<file path="config.mk">
export PLATFORM = sky130hd
export DESIGN_NAME = atten_bank
export DESIGN_NICKNAME = d
export VERILOG_FILES = /design/src/rtl/atten_pkg.sv /design/src/rtl/atten_addr_decode.sv /design/src/rtl/atten_chan_latch.sv /design/src/rtl/atten_bank.sv
export SDC_FILE = /design/constraint.sdc
export NUM_CORES = 1
export LEC_CHECK = 0
export BUFFER_PORTS_ARGS = -buffer_cell sky130_fd_sc_hd__clkbuf_2
export CAP_MARGIN = 30
export CORE_UTILIZATION = 29
export DETAILED_ROUTE_END_ITERATION = 10
export PLACE_DENSITY = 0.51
export SYNTH_ARGS = -nofsm -noshare
export SYNTH_HDL_FRONTEND = slang
export SYNTH_HIERARCHICAL = 1
export SYNTH_SLANG_ARGS = --single-unit
</file>
<file path="constraint.sdc">
create_clock -name clk -period 2.84 [get_ports clk]
set_input_delay 0.284 -clock clk [delete_from_list [all_inputs] [get_ports clk]]
set_output_delay 0.284 -clock clk [all_outputs]
set_load 0.02 [all_outputs]
</file>
<file path="src/rtl/atten_pkg.sv">
package atten_pkg;
  localparam int unsigned NUM_CH    = 8;
  localparam int unsigned CODE_W    = 8;
  localparam int unsigned ADDR_W    = 7;
  localparam int unsigned DATA_W    = CODE_W + 1;
  localparam logic [CODE_W-1:0] CODE_RESET = '1;

  typedef struct packed {
    logic [CODE_W-1:0] code;
    logic              commit_req;
  } wr_word_t;

  function automatic wr_word_t split_word(input logic [DATA_W-1:0] d);
    wr_word_t w;
    w.code       = d[CODE_W-1:0];
    w.commit_req = d[CODE_W];
    return w;
  endfunction
endpackage

</file>
<file path="src/rtl/atten_addr_decode.sv">
module atten_addr_decode #(
  parameter int unsigned NCH   = 8,
  parameter int unsigned AW    = 7,
  parameter logic [6:0]  BASE  = 7'h0B
) (
  input  logic          clk,
  input  logic          rst_n,
  input  logic          wr_en,
  input  logic [AW-1:0] wr_addr,
  input  logic          commit_req,
  output logic [NCH-1:0] load_sel,
  output logic          commit
);
  localparam logic [AW-1:0] BCAST = AW'(BASE) + AW'(NCH);

  logic           bcast_hit;
  logic [NCH-1:0] ch_hit;

  assign bcast_hit = wr_en && (wr_addr == BCAST);

  for (genvar i = 0; i < NCH; i++) begin : g_dec
    assign ch_hit[i]   = wr_en && (wr_addr == AW'(BASE) + AW'(i));
    assign load_sel[i] = ch_hit[i] || bcast_hit;
  end

  assign commit = commit_req && (bcast_hit || (|ch_hit));

  // a non-broadcast address selects at most one channel
  assert_sel_onehot_R2: assert property (@(posedge clk) disable iff (!rst_n)
    !bcast_hit |-> $onehot0(load_sel));

  // nothing is selected without a strobe
  assert_no_sel_idle_R6: assert property (@(posedge clk) disable iff (!rst_n)
    !wr_en |-> (load_sel == '0 && !commit));
endmodule

</file>
<file path="src/rtl/atten_chan_latch.sv">
module atten_chan_latch #(
  parameter int unsigned CW = 8,
  parameter logic [7:0]  RST_CODE = 8'hFF
) (
  input  logic          clk,
  input  logic          rst_n,
  input  logic          load,
  input  logic          commit,
  input  logic [CW-1:0] din,
  output logic [CW-1:0] pend_q,
  output logic [CW-1:0] live_q
);
  logic [CW-1:0] pend_nxt;

  assign pend_nxt = load ? din : pend_q;

  always_ff @(posedge clk) begin
    if (!rst_n) begin
      pend_q <= CW'(RST_CODE);
      live_q <= CW'(RST_CODE);
    end else begin
      pend_q <= pend_nxt;
      if (commit) live_q <= pend_nxt;
    end
  end

  // the live code holds unless a commit was requested
  assert_live_hold_R3: assert property (@(posedge clk) disable iff (!rst_n)
    !commit |=> $stable(live_q));

  // the pending code holds unless this channel was loaded
  assert_pend_hold_R6: assert property (@(posedge clk) disable iff (!rst_n)
    !load |=> $stable(pend_q));

  // after a commit the live code matches the pending code
  assert_commit_copy_R4: assert property (@(posedge clk) disable iff (!rst_n)
    commit |=> (live_q == pend_q));
endmodule

</file>
<file path="src/rtl/atten_bank.sv">
module atten_bank
  import atten_pkg::*;
#(
  parameter int unsigned NCH  = NUM_CH,
  parameter int unsigned CW   = CODE_W,
  parameter int unsigned AW   = ADDR_W,
  parameter logic [6:0]  BASE = 7'h0B
) (
  input  logic              clk,
  input  logic              rst_n,
  input  logic              wr_en,
  input  logic [AW-1:0]     wr_addr,
  input  logic [CW:0]       wr_data,
  output logic [NCH*CW-1:0] pend_codes,
  output logic [NCH*CW-1:0] live_codes,
  output logic              commit_pulse
);
  localparam logic [AW-1:0] BCAST = AW'(BASE) + AW'(NCH);

  logic [NCH-1:0] load_sel;
  logic           commit;
  logic [CW-1:0]  code_in;
  logic           commit_req;

  assign code_in    = wr_data[CW-1:0];
  assign commit_req = wr_data[CW];

  atten_addr_decode #(.NCH(NCH), .AW(AW), .BASE(BASE)) u_dec (
    .clk        (clk),
    .rst_n      (rst_n),
    .wr_en      (wr_en),
    .wr_addr    (wr_addr),
    .commit_req (commit_req),
    .load_sel   (load_sel),
    .commit     (commit)
  );

  for (genvar i = 0; i < NCH; i++) begin : g_ch
    atten_chan_latch #(.CW(CW), .RST_CODE(CODE_RESET)) u_ch (
      .clk    (clk),
      .rst_n  (rst_n),
      .load   (load_sel[i]),
      .commit (commit),
      .din    (code_in),
      .pend_q (pend_codes[i*CW +: CW]),
      .live_q (live_codes[i*CW +: CW])
    );
  end

  always_ff @(posedge clk) begin
    if (!rst_n) commit_pulse <= 1'b0;
    else        commit_pulse <= commit;
  end

  // a pulse follows only a committing write to a decoded address
  assert_pulse_cause_R7: assert property (@(posedge clk) disable iff (!rst_n)
    commit_pulse |-> $past(wr_en && wr_data[CW] &&
                           (wr_addr >= AW'(BASE)) && (wr_addr <= BCAST)));

  // right after a commit all live codes equal the pending codes
  assert_commit_all_R4: assert property (@(posedge clk) disable iff (!rst_n)
    commit_pulse |-> (live_codes == pend_codes));

  // a broadcast write leaves every pending code equal to the written code
  assert_bcast_fill_R5: assert property (@(posedge clk) disable iff (!rst_n)
    (wr_en && wr_addr == BCAST) |=> (pend_codes == {NCH{$past(wr_data[CW-1:0])}}));
endmodule

</file>
==> impl_metrics.env <==
export IMPL_status="finished, final reports clean"
export IMPL_cp_start_kind="input port"
export IMPL_critical_path_endpoint_type="flop"
export IMPL_synthTopCellsByArea="dfxtp_1 (54%), mux2i_1 (13%), a22oi_1 (10%)"
export IMPL_yosysTopAreaCellShare_pct=53.9
export IMPL_drc=0
export IMPL_post_cts_buffers=0
export IMPL_min_from="rst_n"
export IMPL_max_freq_mhz=583
export IMPL_grt_max_degree=67
export IMPL_core_area_sq_um=16000
export IMPL_power_share_clock_pct=54.4
export IMPL_clkLatencyLatePin_ns=0.42
export IMPL_io_pins=148
export IMPL_dp_hpwl_mm=9.36
export IMPL_synth_area_sq_um=4790
export IMPL_min_to="g_ch[5].u_ch/pend_q[6]$_SDFF_PN1_"
export IMPL_avgRoutedWirePerCell_microns=16.5
export IMPL_synth_warnings=6
export IMPL_routabilityCongestion=0.750
export IMPL_grt_use_total_pct=16.4
export IMPL_hp_class="in -> reg"
export IMPL_antenna_found_initial=0
export IMPL_cts_hold_buffers=0
export IMPL_grt_pass1_vias=3608
export IMPL_synth_nets=477
export IMPL_seq_area_frac_synth_pct=53.9
export IMPL_cts_tree="done"
export IMPL_p_leak_nw=2.53
export IMPL_crit_required_ns=3.12
export IMPL_placed_area_sq_um=5580
export IMPL_nets=616
export IMPL_areaGrowthSynthToFinish_pct=29.6
export IMPL_dieArea_sq_um=17100
export IMPL_switching_share_pct=21.1
export IMPL_hold_depth=2
export IMPL_worst_pin_slew_ns=0.692
export IMPL_p_int_mw=3.36
export IMPL_finalCriticalPeriod_ns=1.72
export IMPL_drive_gt1_share_pct=33.8
export IMPL_net_switching_power_mw=0.900
export IMPL_vias=3863
export IMPL_arrival_ns=1.99
export IMPL_chipWidth_microns=131
export IMPL_rsz0062_at_grt="no"
export IMPL_start_util_pct=30.0
export IMPL_yosys_top_cells_count="dfxtp_1 (129), nand2_1 (67), a22oi_1 (64), mux2i_1 (64), nor2_1 (64)"
export IMPL_p_total_mw=4.26
export IMPL_clock_path_buffers=2
export IMPL_period_share_pct=60.4
export IMPL_yosysMostFrequentCell="dfxtp_1"
export IMPL_grt_pass1_wl_mm=20.1
export IMPL_num_rows=46
export IMPL_portBuffers=147
export IMPL_power_density_nw_per_um2=686
export IMPL_drtIter0Drc=174
export IMPL_cts_num_sinks=129
export IMPL_ctsResizeCount=0
export IMPL_p_seq_share_pct=42.7
export IMPL_power_share_combinational_pct=2.9
export IMPL_synth_cell_type_count=25
export IMPL_overflow=0
export IMPL_synth_avg_cell_area_sq_um=10.5
export IMPL_cts_buffers=17
export IMPL_fp_dieH_microns=131
export IMPL_synth_async_reset_ratio_pct=0
export IMPL_r2r_slack_ns=1.99
export IMPL_critPathKind="in -> reg"
export IMPL_clkTransAtPathRegs_ns=0.06
export IMPL_cp_max_fo=29
export IMPL_drt_wl_total_mm=13.6
export IMPL_setup_violations_final=0
export IMPL_slew_violations=0
export IMPL_synth_edff_count=0
export IMPL_slew_limit_headroom_pct=53.9
export IMPL_r2r_start="g_ch[6].u_ch/pend_q[2]$_SDFF_PN1_"
export IMPL_cts_root_buffer="clkbuf_16"
export IMPL_reg2reg_depth=2
export IMPL_antenna_cells=0
export IMPL_netlist_instances=458
export IMPL_fin_skew_ns=0.00633
export IMPL_timing_rr_end="g_ch[6].u_ch/live_q[2]$_SDFFE_PN1P_"
export IMPL_tns_ns=0
export IMPL_synth_ff_type="dfxtp_1"
export IMPL_drv_cap=0
export IMPL_final_area_sq_um=6210
export IMPL_first_pass_iters=4
export IMPL_ir_worst_vdd_uv=409
export IMPL_finalHoldViolCount=0
export IMPL_synth_seq_cells=129
export IMPL_viasPerCell=4.68
export IMPL_antenna_left=0
export IMPL_h_tree_depth=4
export IMPL_synth_top_area_cell="dfxtp_1"
## metal layers
metal	global-route usage [%]	routed length, microns	vias to the layer above
li1	-	-	1863
met1	21.3	6370	1849
met2	24.5	6120	128
met3	5.74	874	23
met4	7.57	285	0
met5	0	0	-
## stage by stage
stage | setup slack [ns] | util (%) | hold slack (ns) | cells
after floorplan | 0.848 | - | 0.411 | 458
after global placement | 0.463 | 34.8 | 0.477 | 793
after detailed placement | 0.674 | 34.8 | 0.488 | 794
after CTS | 1.13 | 38.8 | 0.317 | 826
after global routing | 1.02 | 38.8 | 0.343 | 826
final | 1.12 | 38.8 | 0.339 | 826
## power groups by stage
stage / logic (mW) / clock network (mW) / registers, mW
detailed placement: 0.125 / 0 / 1.86
CTS: 0.125 / 2.38 / 1.82
global placement: 0.123 / 0 / 1.86
global route: 0.134 / 2.47 / 1.82
finish: 0.124 / 2.32 / 1.82
floorplan: 0.0670 / 0 / 1.86
## worst max path at each step
stage | startpoint | endpoint | depth (start not counted)
global route | wr_addr[5] | g_ch[0].u_ch/live_q[4]$_SDFFE_PN1P_ | 8
floorplan | wr_addr[5] | g_ch[0].u_ch/live_q[4]$_SDFFE_PN1P_ | 7
finish | wr_addr[5] | g_ch[0].u_ch/live_q[2]$_SDFFE_PN1P_ | 7
detailed placement | wr_addr[5] | g_ch[0].u_ch/live_q[2]$_SDFFE_PN1P_ | 7
CTS | wr_addr[5] | g_ch[0].u_ch/live_q[2]$_SDFFE_PN1P_ | 7
global placement | wr_addr[5] | g_ch[1].u_ch/live_q[7]$_SDFFE_PN1P_ | 6
## sequential cells by signal (all words and copies together) (netlist names)
register and cells:
commit_pulse 1, g_ch.u_ch/live_q 64, g_ch.u_ch/pend_q 64
## worst max-delay path: stages
cell	delay, ns
clkbuf_2	0.11
nor4b_4	0.38
nand2_1	0.15
o2bb2ai_4	0.46
buf_12	0.27
and2_4	0.23
a22oi_1	0.11
## layout make-up
type / instances / area, sq um
Fill cell: 1667 / 9790
Sequential cell: 129 / 2580
Multi-Input combinational cell: 287 / 1860
Timing Repair Buffer: 161 / 856
Clock buffer: 19 / 453
Tap cell: 216 / 270
Clock inverter: 13 / 185
Inverter: 1 / 3.75
## cells by family (layout without fill, tap and decap cells)
group / count (synthesis) / after routing / synth area share [%]
AND/OR/NAND/NOR: 151 / 151 / 13.8
AO/OA/AOI/OAI: 72 / 72 / 11.3
flip-flops: 129 / 129 / 53.9
buffers and inverters: 42 / 194 / 7.67
multiplexers: 64 / 64 / 13.4
## layout by cell type, fill, tap and decap left out, types with 2 or more instances in the layout
cell	instances
a21oi_1	2
a22oi_1	64
and2_4	8
buf_4	14
bufinv_16	4
clkbuf_16	17
clkbuf_2	146
clkbuf_8	2
clkinv_2	3
clkinv_4	4
clkinvlp_4	2
dfxtp_1	129
mux2i_1	64
nand2_1	67
nand3_1	2
nor2_1	64
nor2b_1	3
(Power assumes the default switching activity.)
